==> config.mk <==
export PLATFORM = sky130hd
export DESIGN_NAME = wfifo_thresh
export DESIGN_NICKNAME = d
export VERILOG_FILES = /design/src/rtl/wfifo_pkg.sv /design/src/rtl/wfifo_store.sv /design/src/rtl/wfifo_ctrl.sv /design/src/rtl/wfifo_flags.sv /design/src/rtl/wfifo_thresh.sv
export SDC_FILE = /design/constraint.sdc
export NUM_CORES = 1
export LEC_CHECK = 0
export BUFFER_PORTS_ARGS = -buffer_cell sky130_fd_sc_hd__buf_2
export CAP_MARGIN = 20
export CORE_MARGIN = 8
export CORE_UTILIZATION = 50
export DETAILED_ROUTE_END_ITERATION = 12
export PLACE_DENSITY = 0.7
export SLEW_MARGIN = 20
export SYNTH_ARGS = -nofsm -noshare
export SYNTH_HDL_FRONTEND = slang
export SYNTH_SLANG_ARGS = --single-unit
export TNS_END_PERCENT = 5
==> constraint.sdc <==
create_clock -name clk -period 7.8 [get_ports clk]
set_clock_uncertainty 0.15 [all_clocks]
set_input_delay 1.17 -clock clk [delete_from_list [all_inputs] [get_ports clk]]
set_output_delay 1.17 -clock clk [all_outputs]
set_load 0.05 [all_outputs]
==> src/rtl/wfifo_pkg.sv <==
package wfifo_pkg;

  typedef enum logic {
    DIR_SEND = 1'b0,
    DIR_RECV = 1'b1
  } xfer_dir_e;

  // Words the bus side must still move for the transfer to complete.
  function automatic int unsigned owed_words(input logic recv,
                                             input int unsigned rem,
                                             input int unsigned lvl);
    if (recv) return rem + lvl;
    if (rem > lvl) return rem - lvl;
    return 0;
  endfunction

  // Pointer step with wrap at an arbitrary depth.
  function automatic int unsigned ptr_step(input int unsigned p,
                                           input int unsigned depth);
    if (p == depth - 1) return 0;
    return p + 1;
  endfunction

endpackage

==> src/rtl/wfifo_store.sv <==
module wfifo_store #(
  parameter int DEPTH = 16,
  parameter int WIDTH = 32,
  localparam int AW = (DEPTH > 1) ? $clog2(DEPTH) : 1,
  localparam int CW = $clog2(DEPTH + 1)
) (
  input  logic             clk,
  input  logic             rst_n,
  input  logic             flush,
  input  logic             push,
  input  logic [WIDTH-1:0] push_data,
  input  logic             pop,
  output logic [WIDTH-1:0] head,
  output logic [CW-1:0]    level
);
  logic [WIDTH-1:0] mem [DEPTH];
  logic [AW-1:0]    wr_ptr, rd_ptr;
  logic [AW-1:0]    wr_nxt, rd_nxt;

  assign wr_nxt = AW'(wfifo_pkg::ptr_step(32'(wr_ptr), DEPTH));
  assign rd_nxt = AW'(wfifo_pkg::ptr_step(32'(rd_ptr), DEPTH));

  always_ff @(posedge clk or negedge rst_n) begin
    if (!rst_n) begin
      wr_ptr <= '0;
      rd_ptr <= '0;
      level  <= '0;
    end else if (flush) begin
      wr_ptr <= '0;
      rd_ptr <= '0;
      level  <= '0;
    end else begin
      if (push) wr_ptr <= wr_nxt;
      if (pop)  rd_ptr <= rd_nxt;
      level <= level + CW'(push) - CW'(pop);
    end
  end

  always_ff @(posedge clk) begin
    if (push && !flush) mem[wr_ptr] <= push_data;
  end

  assign head = mem[rd_ptr];

endmodule

==> src/rtl/wfifo_ctrl.sv <==
module wfifo_ctrl #(
  parameter int LEN_W = 16
) (
  input  logic             clk,
  input  logic             rst_n,
  input  logic             path_en,
  input  logic             dir_rx,
  input  logic [LEN_W-1:0] xfer_words,
  input  logic             card_move,
  input  logic             und_evt,
  input  logic             ovr_evt,
  output logic             act,
  output wfifo_pkg::xfer_dir_e dir_q,
  output logic [LEN_W-1:0] rem,
  output logic             underrun,
  output logic             overrun
);
  always_ff @(posedge clk or negedge rst_n) begin
    if (!rst_n) begin
      act      <= 1'b0;
      dir_q    <= wfifo_pkg::DIR_SEND;
      rem      <= '0;
      underrun <= 1'b0;
      overrun  <= 1'b0;
    end else if (!path_en) begin
      act      <= 1'b0;
      rem      <= '0;
      underrun <= 1'b0;
      overrun  <= 1'b0;
    end else if (!act) begin
      act      <= 1'b1;
      dir_q    <= dir_rx ? wfifo_pkg::DIR_RECV : wfifo_pkg::DIR_SEND;
      rem      <= xfer_words;
      underrun <= 1'b0;
      overrun  <= 1'b0;
    end else begin
      if (card_move && rem != '0) rem <= rem - LEN_W'(1);
      if (und_evt) underrun <= 1'b1;
      if (ovr_evt) overrun  <= 1'b1;
    end
  end
endmodule

==> src/rtl/wfifo_flags.sv <==
module wfifo_flags #(
  parameter int DEPTH = 16,
  parameter int LEN_W = 16,
  localparam int CW   = $clog2(DEPTH + 1),
  localparam int HALF = DEPTH / 2
) (
  input  logic             tx_act,
  input  logic             rx_act,
  input  logic [CW-1:0]    level,
  input  logic [LEN_W-1:0] rem,
  output logic             tx_empty,
  output logic             tx_half_empty,
  output logic             rx_half_full,
  output logic             rx_avail,
  output logic             burst_req,
  output logic             last_req
);
  int unsigned lv, rv, free_n, owed;
  logic        fits_burst, fits_tail;

  always_comb begin
    lv     = 32'(level);
    rv     = 32'(rem);
    free_n = DEPTH - lv;
    owed   = wfifo_pkg::owed_words(rx_act, rv, lv);

    tx_empty      = tx_act && (lv == 0);
    tx_half_empty = tx_act && (free_n >= HALF);
    rx_half_full  = rx_act && (lv >= HALF);
    rx_avail      = rx_act && (lv != 0);

    fits_burst = rx_act ? (lv >= HALF) : (free_n >= HALF);
    fits_tail  = rx_act ? (lv == owed) : (free_n >= owed);

    burst_req = (tx_act || rx_act) && (owed >= HALF) && fits_burst;
    last_req  = (tx_act || rx_act) && (owed != 0) && (owed < HALF) && fits_tail;
  end
endmodule

==> src/rtl/wfifo_thresh.sv <==
module wfifo_thresh #(
  parameter int DEPTH = 16,
  parameter int WIDTH = 32,
  parameter int LEN_W = 16,
  localparam int CW   = $clog2(DEPTH + 1),
  localparam int BEW  = WIDTH / 8
) (
  input  logic             clk,
  input  logic             rst_n,
  input  logic             path_en,
  input  logic             dir_rx,
  input  logic [LEN_W-1:0] xfer_words,
  input  logic             bus_wr,
  input  logic             bus_rd,
  input  logic [BEW-1:0]   bus_be,
  input  logic [WIDTH-1:0] bus_wdata,
  output logic [WIDTH-1:0] bus_rdata,
  input  logic             card_req,
  output logic [WIDTH-1:0] card_rdata,
  input  logic             card_vld,
  input  logic [WIDTH-1:0] card_wdata,
  output logic             tx_active,
  output logic             rx_active,
  output logic             tx_empty,
  output logic             tx_half_empty,
  output logic             rx_half_full,
  output logic             rx_avail,
  output logic             burst_req,
  output logic             last_req,
  output logic             tx_underrun,
  output logic             rx_overrun,
  output logic [LEN_W-1:0] rem_words
);
  localparam logic [CW-1:0] FULL_LV = CW'(DEPTH);

  logic                 act;
  wfifo_pkg::xfer_dir_e dir_q;
  logic [CW-1:0]        level;
  logic [WIDTH-1:0]     head;
  logic                 whole_word, is_full, is_empty, flush;
  logic                 bus_push, bus_pop, card_pop, card_push;
  logic                 push_any, pop_any, card_move, und_evt, ovr_evt;
  logic [WIDTH-1:0]     push_data;

  assign tx_active  = act && (dir_q == wfifo_pkg::DIR_SEND);
  assign rx_active  = act && (dir_q == wfifo_pkg::DIR_RECV);
  assign whole_word = &bus_be;
  assign is_full    = (level == FULL_LV);
  assign is_empty   = (level == '0);
  assign flush      = !path_en;

  assign bus_push  = tx_active && bus_wr && whole_word && !is_full;
  assign bus_pop   = rx_active && bus_rd && whole_word && !is_empty;
  assign card_pop  = tx_active && card_req && !is_empty;
  assign card_push = rx_active && card_vld && !is_full;
  assign und_evt   = tx_active && card_req && is_empty;
  assign ovr_evt   = rx_active && card_vld && is_full;

  assign push_any  = bus_push || card_push;
  assign pop_any   = bus_pop || card_pop;
  assign card_move = card_pop || card_push;
  assign push_data = rx_active ? card_wdata : bus_wdata;

  wfifo_store #(.DEPTH(DEPTH), .WIDTH(WIDTH)) u_store (
    .clk       (clk),
    .rst_n     (rst_n),
    .flush     (flush),
    .push      (push_any),
    .push_data (push_data),
    .pop       (pop_any),
    .head      (head),
    .level     (level)
  );

  wfifo_ctrl #(.LEN_W(LEN_W)) u_ctrl (
    .clk        (clk),
    .rst_n      (rst_n),
    .path_en    (path_en),
    .dir_rx     (dir_rx),
    .xfer_words (xfer_words),
    .card_move  (card_move),
    .und_evt    (und_evt),
    .ovr_evt    (ovr_evt),
    .act        (act),
    .dir_q      (dir_q),
    .rem        (rem_words),
    .underrun   (tx_underrun),
    .overrun    (rx_overrun)
  );

  wfifo_flags #(.DEPTH(DEPTH), .LEN_W(LEN_W)) u_flags (
    .tx_act        (tx_active),
    .rx_act        (rx_active),
    .level         (level),
    .rem           (rem_words),
    .tx_empty      (tx_empty),
    .tx_half_empty (tx_half_empty),
    .rx_half_full  (rx_half_full),
    .rx_avail      (rx_avail),
    .burst_req     (burst_req),
    .last_req      (last_req)
  );

  assign bus_rdata  = head;
  assign card_rdata = head;

endmodule

# Word level (Yosys, flattened, before mapping)
# Memory sizes are Yosys's and may differ from the RTL's.
# Cells that the tools add are included.
# totals
ff_bits,33
ramBits,512
in_bits,92
out_inout_bits,90
wordCells,103
memories,1
# mem_list
name,depth,width,read_ports,rd_clocked_by_memory_dff,wr,line,source
u_store.mem,16,32,1,0,1,wfifo_store.sv:16,logic [WIDTH-1:0] mem [DEPTH];
# classes
n_addsub,8
magnitude_cmp,6
n_eq_ne,9
mux,32
n_bitwise,2
n_reduce_logical,37
# op_table
op,n
two-way mux 32 bit,5
">= comparator 32 x 4 -> 1 bit, second input constant",2
two-way mux 16 bit,3
equality test 5 x 32 -> 1 bit,1
>= comparator 32 bit,1
"less-than comparator 32 x 4 -> 1 bit, second input constant",1
nonzero test 32 bit,1
logical AND 1 bit,25
two-way mux 4 bit,6
adder 16 x 5 -> 17 bit,1
two-way mux 1 bit,17
subtractor 16 x 5 -> 17 bit,1
> comparator 16 x 5 -> 1 bit,1
nonzero test 16 bit,1
"subtractor 16 x 1 -> 16 bit, second input constant",1
"adder 4 x 1 -> 4 bit, second input constant",2
"equality test 4 bit, second input constant",2
"!= test 3 bit, second input constant",2
"subtractor 5 x 5 -> 6 bit, first input constant",1
adder 5 x 1 -> 5 bit,1
"equality test 5 bit, second input constant",1
">= comparator 5 x 4 -> 1 bit, second input constant",1
zero test 5 bit,1
two-way mux 5 bit,1
other kinds (9),15

# Longest topological paths before layout
# Gate-level depths: netlist of run 1.
# logic_depth
depth_word,9
depth_mapped,21
depth_no_buf,20

# Cells and area by module
# From an unflattened synthesis of run 1, not the netlist that was laid out.
# unflattened
cells_unflattened,1438
area_unflattened_um2,24385.9
# by_module_without_submodules
module,n_inst,cells_per_inst,area_per_inst_um2,seq_area_each_um2
wfifo_store,1,959,20447.1,15700.1
wfifo_flags,1,261,1880.6,0.0
wfifo_ctrl,1,129,1189.9,500.5
wfifo_thresh,1,89,868.3,0.0

# Worst setup path after synthesis of run 1
# No wires, ideal clock.
# synth_path
path_kind,reg-to-output
from,register u_ctrl.rem[2]
to,output port last_req
arrival_time_ns,4.428
required_ns,6.480
setup_slack_ns,2.052
path_stages_with_launch,16
n_path_buf,1
path_cell_list,dfrtp_1 > ha_1 > buf_2 > and3_1 > and3_1 > a21oi_1 > o21ai_1 > or2_2 > a32oi_1 > inv_1 > ha_1 > nand4_1 > or4_1 > o211ai_1 > nand3_1 > a2111oi_4
# synth_between
elab_chain_cells,9
word_cells_on_any_way,17
classes_between,add/sub: 2; order compare: 3; eq/ne: 1; mux: 7; reduce/logical: 4
# synth_rtl
element,line,source
from (decl),wfifo_ctrl.sv:14,"output logic [LEN_W-1:0] rem,"
from (signal assigned),wfifo_ctrl.sv:33,rem <= xfer_words;
from (signal assigned),wfifo_ctrl.sv:37,if (card_move && rem != '0) rem <= rem - LEN_W'(1);
adder 16 x 5 -> 17 bit / > comparator 16 x 5 -> 1 bit (equally long branches),"wfifo_pkg.sv:12, wfifo_pkg.sv:13",
two-way mux 32 bit / two-way mux 1 bit (equally long branches),"wfifo_pkg.sv:12, wfifo_pkg.sv:13",
two-way mux 32 bit / two-way mux 1 bit (equally long branches),wfifo_pkg.sv:13,if (rem > lvl) return rem - lvl;
two-way mux 32 bit,wfifo_pkg.sv:14,return 0;
two-way mux 32 bit (*),wfifo_pkg.sv:13,
"parallel branches: the longest is 3 deep, another holds >= comparator 32 bit",-,
logical AND 1 bit (*),wfifo_flags.sv:36,last_req = (tx_act || rx_act) && (owed != 0) && (owed < HALF) && fits_tail;
to (decl),wfifo_thresh.sv:29,"output logic last_req,"
# Every way passes the cells marked *. The select of a mux whose other input is x is not followed.

# Worst setup path in the final report of run 1
# layout_path
from,register u_store.level[2]
to,output port last_req
# layout_between
elab_chain_cells,9
word_cells_on_any_way,18
classes_between,add/sub: 3; order compare: 3; eq/ne: 1; mux: 7; reduce/logical: 4
# layout_rtl
element,line,source
from (decl),wfifo_store.sv:14,output logic [CW-1:0] level
from (signal assigned),wfifo_store.sv:35,level <= level + CW'(push) - CW'(pop);
"parallel branches: the longest is 8 deep, another holds >= comparator 32 bit",-,
logical AND 1 bit (*),wfifo_flags.sv:36,
# Marks and branches as above.

==> results of run 1 <==
layout by cell type, fill, tap and decap left out, types with 5 or more instances in the layout:
master,synthesis,layout
a21boi_0,6,6
a21oi_1,64,64
a221oi_1,33,33
a22o_1,5,5
a22oi_1,32,32
a31oi_1,19,19
and2_1,11,10
and3_1,8,8
buf_2,4,181
buf_4,35,27
bufinv_16,0,5
clkbuf_1,65,12
clkbuf_16,0,53
clkinv_1,0,12
clkinv_2,0,7
dfrtp_1,33,30
edfxtp_1,512,512
ha_1,46,46
inv_1,29,28
mux2_2,28,28
mux2i_1,118,118
mux4_2,64,64
nand2_1,183,182
nand2b_1,9,9
nand3_1,19,19
nand4_1,5,5
nor2_1,53,41
nor2_4,0,12
nor2b_1,16,15
nor3_1,15,11
o21ai_0,91,91
or3_1,8,8
xnor2_1,10,10
per-layer routing:
layer	vias up	GRT usage [%]	share of wire, %
met4	0	4.54	1.5
met1	7194	28.0	43
met5	-	0	0
li1	6478	-	-
met2	542	33.5	49
met3	61	3.14	6.9
critical path: stages (launching register included):
cell and delay (ns):
dfrtp_1 0.47, inv_1 0.17, ha_1 0.51, and3_1 0.24
o21ai_2 0.11, a21oi_1 0.31, o21ai_1 0.21, or2_2 0.34
a32oi_1 0.27, inv_1 0.07, ha_1 0.28, nand4_1 0.12
or4_1 0.55, o211ai_1 0.22, nand3_1 0.15, a2111oi_4 0.41
buf_2 0.33
how the worst max path moves through the flow:
stage	startpoint	to	slack [ns]
3_5_place_dp	u_ctrl.dir_q	last_req	1.75
3_3_place_gp	u_ctrl.dir_q	last_req	1.78
6_report	u_store.level[2]	last_req	1.13
5_1_grt	u_store.level[2]	last_req	0.76
2_1_floorplan	u_ctrl.rem[2]	last_req	2.05
4_1_cts	u_ctrl.dir_q	last_req	1.08
stage by stage:
stage               hold WS [ns]  cells
floorplan                  0.400   1607
global placement           0.344   2311
detailed placement         0.348   2311
CTS                        0.376   2408
global route               0.395   2408
finish                     0.364   2408
logic make-up (layout without fill, tap and decap cells):
family                     count (synthesis)  count (layout)  share of synthesized area [%]
DFF                                      545             545                           67.2
xor gates and xnor gates                  14              14                          0.509
and+or+nand+nor                          352             352                           6.79
adders and majority gates                 49              49                           2.64
muxes                                    210             210                           12.2
buffers and inverters                    149             335                           2.92
AOI/OAI and AO/OA                        288             288                           7.71
sequential cells by signal (all words and copies together), names as in the netlist:
name and cells:
u_ctrl.overrun 1, u_ctrl.dir_q 1, u_ctrl.act 1, u_store.level 5, u_store.rd_ptr 4, u_ctrl.underrun 1
u_store.wr_ptr 4, u_ctrl.rem 16, u_store.mem 512
area by class of cell:
cell class	instances	area share, %
sequential	545	59.5
inverter	29	0.400
tap	615	2.83
clock buffer	66	5.09
multi-input combinational	913	26.8
clock inverter	31	1.18
timing repair buffer	209	4.14
power by group:
group,leakage [nW],internal [W],switching [W]
Clock,0.826,0.00143,0.00107
Sequential,5.05,0.00329,0.0000783
Combinational,3.47,0.000548,0.00101
==> results.toml, run 1 <==
[outcome]
status = "finished, final reports clean"

[worst_setup_path]
rr_worst_depth = 13
cp-start-kind = "flip-flop"
path_max_fanout = 10
path_class = "reg2out"
r2r_start = "u_store.level[1]"
arrival_ns = 5.35
crit-reg2reg-capture = "u_store.level[4]"
r2r_slack_ns = 3.50
crit_path_end_kind = "output port"
required_ns = 6.48

[grt]
grt_pass1_vias = 14500
grt_max_degree = 121
grt_pass1_wl_um = 87000
grt.total_usage_pct = 20.2
antenna_found_initial = 0
overflow = 0

[clocking]
clock_path_buffers = 3
numClockSinks = 545
cts-root-buf = "clkbuf_16"
clk_pin_slew_worst_paths_ns = 0.07
tritoncts = "yes"
post_cts_buffers = 0
cts-buffers-inserted = 53
clk_latency_ns = 0.59
ctsHtreeMaxLevel = 2
cts_hold_buf = 0
cts-resized-gates = 0

[logic_synthesis]
yosys_register_bits = 545
ys_warn_count = 0
synth_top_area_share_pct = 63.8
ys_seq_area_share_pct = 67.2
synth_top_area_cell = "edfxtp_1"
synth_ff_type = "edfxtp_1"
syn-num-nets = 1748
yosysMostFrequentCell = "edfxtp_1"
syn_area_per_cell_um2 = 15.0
synth_cell_type_count = 74
ys_top_cells_by_area = "edfxtp_1, mux4_2, mux2i_1"
synth-edff-count = 512
synth_commonest_cells = "edfxtp_1, nand2_1, mux2i_1"
async_reset_ff_share_pct = 6.06
netlist_area_mm2 = 0.0241
synthCells = 1607

[floorplan]
die_h_um = 236
start_util_pct = 50.6
fp.dieW_um = 236
pin_count = 182
fp.dieArea_mm2 = 0.0555
row_count = 80
core_area_mm2 = 0.0476

[timing]
setup_ws_ns = 1.13
maxSlewHeadroom_pct = 33.4
slew_viol_final = 0
rsz0062_at_grt = "false"
finalCriticalPeriod_ns = 6.67
hold_viol_final = 0
setup_viol = 0
fin_crit_sh_pct = 85.5
max_slew.worst_pin.slew_ns = 0.996
fmax_mhz = 150
fin_tns_setup_ns = 0

[min_path]
min_to = "u_ctrl.overrun"
hold_class = "reg2reg"
min-delay-start = "u_ctrl.overrun"
hold_depth = 2

[place]
place_congestion = 0.855
place_area_mm2 = 0.0255
post-place-ws_ns = 1.75
hpwl_um = 32400
portBuffers = 181

[route]
vias = 14300
ant_nets = 0
drc = 0
firstDrtPassIters = 6
detail_route.iter0.violations = 1211
via_per_inst = 5.93
wl_per_cell_um = 23.7
wl_um = 57100

[power_and_ir_drop]
leakagePower_nw = 9.34
totalPowerFinal_w = 0.00742
max-vdd-ir-drop_v = 0.000211
p_per_area_mw_per_mm2 = 273

[final_layout]
multi_input_area_mm2 = 0.00731
fillers = 3667
stdcell_area_mm2 = 0.0272
seq_area_mm2 = 0.0162
n_antenna_cell = 0
drive_gt1_share_pct = 23.1
syn_to_final_growth_pct = 13.0
final_util_pct = 57.2
layout.nets = 1892

[job]
maxCapViolations = 0
Power figures use the tool's default switching activity.
==> run 2: changes to the inputs <==
--- a/config.mk
+++ b/config.mk
@@ -5,7 +5,8 @@
 export SDC_FILE = /design/constraint.sdc
 export NUM_CORES = 1
 export LEC_CHECK = 0
-export BUFFER_PORTS_ARGS = -buffer_cell sky130_fd_sc_hd__buf_2
+export ABC_AREA = 1
+export BUFFER_PORTS_ARGS = -buffer_cell sky130_fd_sc_hd__clkbuf_2
 export CAP_MARGIN = 20
 export CORE_MARGIN = 8
 export CORE_UTILIZATION = 50
==> run 2 against run 1 <==
Via count grew 22%. Global-route usage grew 2.6 points. First-iteration DRC count grew 43%. Routed wire length grew 15%. Non-clock buffer count grew 7. Fmax grew 21%. Synthesized area grew 1.1%. Worst hold slack lost 0.0087 ns. Final cell count grew 23%. Total power grew 2.0%. Die area grew 1.0%. Critical endpoint is now card_rdata[2].
==> results.toml, run 2 <==
[logic_synthesis]
synth_cell_type_count = 47
synthCells = 2165
synth_commonest_cells = "edfxtp_1, nand2_1, nor2_1"
ys_seq_area_share_pct = 66.5
async_reset_ff_share_pct = 6.06
syn_area_per_cell_um2 = 11.3
yosysMostFrequentCell = "edfxtp_1"
syn-num-nets = 2306
synth-edff-count = 512
ys_warn_count = 0
netlist_area_mm2 = 0.0244
ys_top_cells_by_area = "edfxtp_1, nand2_1, o21ai_0"
synth_top_area_share_pct = 63.1
yosys_register_bits = 545
synth_ff_type = "edfxtp_1"
synth_top_area_cell = "edfxtp_1"

[route]
via_per_inst = 5.89
wl_per_cell_um = 22.2
firstDrtPassIters = 6
vias = 17400
wl_um = 65500
drc = 0
detail_route.iter0.violations = 1735
ant_nets = 0

[grt]
antenna_found_initial = 0
overflow = 0
grt_max_degree = 126
grt_pass1_vias = 17200
grt_pass1_wl_um = 99400
grt.total_usage_pct = 22.7

[power_and_ir_drop]
p_clk_share_pct = 32.7
p_per_area_mw_per_mm2 = 276
p_int_w = 0.00516
p_switching_w = 0.00241
pwr-share-seq_pct = 44.5
leakagePower_nw = 10.3
sw_frac_of_total_pct = 31.9
max-vdd-ir-drop_v = 0.000232
pwr-share-comb_pct = 22.8

[timing]
fin_tns_setup_ns = 0
fmax_mhz = 181
rsz0062_at_grt = "false"
setup_ws_ns = 2.27
fin_crit_sh_pct = 70.9
maxSlewHeadroom_pct = 38.5
hold_viol_final = 0
setup_viol = 0
max_slew.worst_pin.slew_ns = 0.923
slew_viol_final = 0
finalCriticalPeriod_ns = 5.53

[floorplan]
start_util_pct = 50.2
core_area_mm2 = 0.0485
row_count = 81
fp.dieW_um = 237
die_h_um = 237
fp.dieArea_mm2 = 0.0560
pin_count = 182

[outcome]
status = "finished, final reports clean"

[clocking]
clk_pin_slew_worst_paths_ns = 0.07
ctsHtreeMaxLevel = 2
cts_hold_buf = 0
cts-root-buf = "clkbuf_16"
numClockSinks = 545
clock_path_buffers = 3
cts-buffers-inserted = 54
clk_latency_ns = 0.62
post_cts_buffers = 0
tritoncts = "yes"
cts-resized-gates = 0

[final_layout]
layout.cells.most_common = "edfxtp_1"
largest_reg_flops = 512
final_cells = 2950
final_cell_mix = "edfxtp_1, nand2_1, o21ai_0"
syn_to_final_growth_pct = 12.6
layout.nets = 2428
reg_top3 = "u_store.mem: 512 flops, u_ctrl.rem: 16 flops, u_store.level: 5 flops"
n_antenna_cell = 0
drive_gt1_share_pct = 16.1
largest_register = "u_store.mem"

[place]
place_inst = 2852
post-place-ws_ns = 2.85
place_congestion = 0.966
hpwl_um = 37700
portBuffers = 181

[worst_setup_path]
endpoint = "card_rdata[2]"
required_ns = 6.48
path_max_fanout = 125
r2r_start = "u_ctrl.act"
cp-startpoint = "u_store.rd_ptr[0]"
path_class = "reg2out"
r2r_slack_ns = 3.23
rr_worst_depth = 10
arrival_ns = 4.21
crit-reg2reg-capture = "u_store.mem[8][24]"
cp-start-kind = "flip-flop"
crit_path_end_kind = "output port"

[job]
maxCapViolations = 0

[min_path]
hold_class = "reg2reg"
-- run 2: worst min path at each step --
stage | from | to | cells past startpoint
after floorplan | u_ctrl.dir_q | u_ctrl.dir_q | 1
after global placement | u_ctrl.overrun | u_ctrl.overrun | 2
after detailed placement | u_ctrl.overrun | u_ctrl.overrun | 2
after CTS | u_ctrl.overrun | u_ctrl.overrun | 2
after global routing | u_ctrl.underrun | u_ctrl.underrun | 2
final | u_ctrl.overrun | u_ctrl.overrun | 2
-- run 2: logic make-up (layout without fill, tap and decap cells) --
group                    count (synthesis)  count (layout)  synth area share, %
AND/OR/NAND/NOR                        846             846                 14.8
adder cells (fa/ha/maj)                 49              49                 2.61
buffers and inverters                  249             412                 4.50
multiplexers                             1               1               0.0462
flip-flops                             545             545                 66.5
XOR/XNOR                                15              15                0.539
AO/OA/AOI/OAI                          460             460                 11.0
-- run 2: per-layer routing --
layer,global-route usage [%],vias to the layer above,wire [um]
li1,-,7986,-
met1,30.2,8424,27000
met2,37.5,845,31100
met3,3.80,123,5390
met4,8.13,0,2080
met5,0,-,0
-- run 2: critical path, cell delays in order (launching register included) --
cell and delay [ns]:
dfrtp_4 0.70, buf_16 0.30, inv_6 0.68, buf_4 0.69, nand2_1 0.13, a221oi_1 0.34, o21ai_0 0.15, nand2_1 0.22
clkbuf_2 0.32
-- run 2: area by class of cell --
type                    instances  area (um2)
clock buffers                  69        1430
well taps                     622         778
clock inverters                28         241
inverters                      99         378
repair buffers                216        1190
fillers                      3958       21100
multi-input cells            1371        7190
flip-flops and latches        545       16200
-- run 2: power by group through the flow --
stage / Clock, W / Sequential [W] / Combinational, W
after floorplan: 0 / 0.00344 / 0.00129
after global placement: 0 / 0.00344 / 0.00167
after global routing: 0.00261 / 0.00338 / 0.00191
final: 0.00248 / 0.00337 / 0.00173
after CTS: 0.00250 / 0.00338 / 0.00170
after detailed placement: 0 / 0.00344 / 0.00169
-- run 2: through the flow --
step	utilization [%]	power, W	hold slack, ns	cell area (um2)
after floorplan	-	0.00472	0.354	24400
after global placement	53.0	0.00511	0.334	25700
after detailed placement	53.0	0.00514	0.336	25700
after CTS	56.4	0.00759	0.351	27400
after global routing	56.5	0.00790	0.389	27400
final	56.5	0.00757	0.355	27400
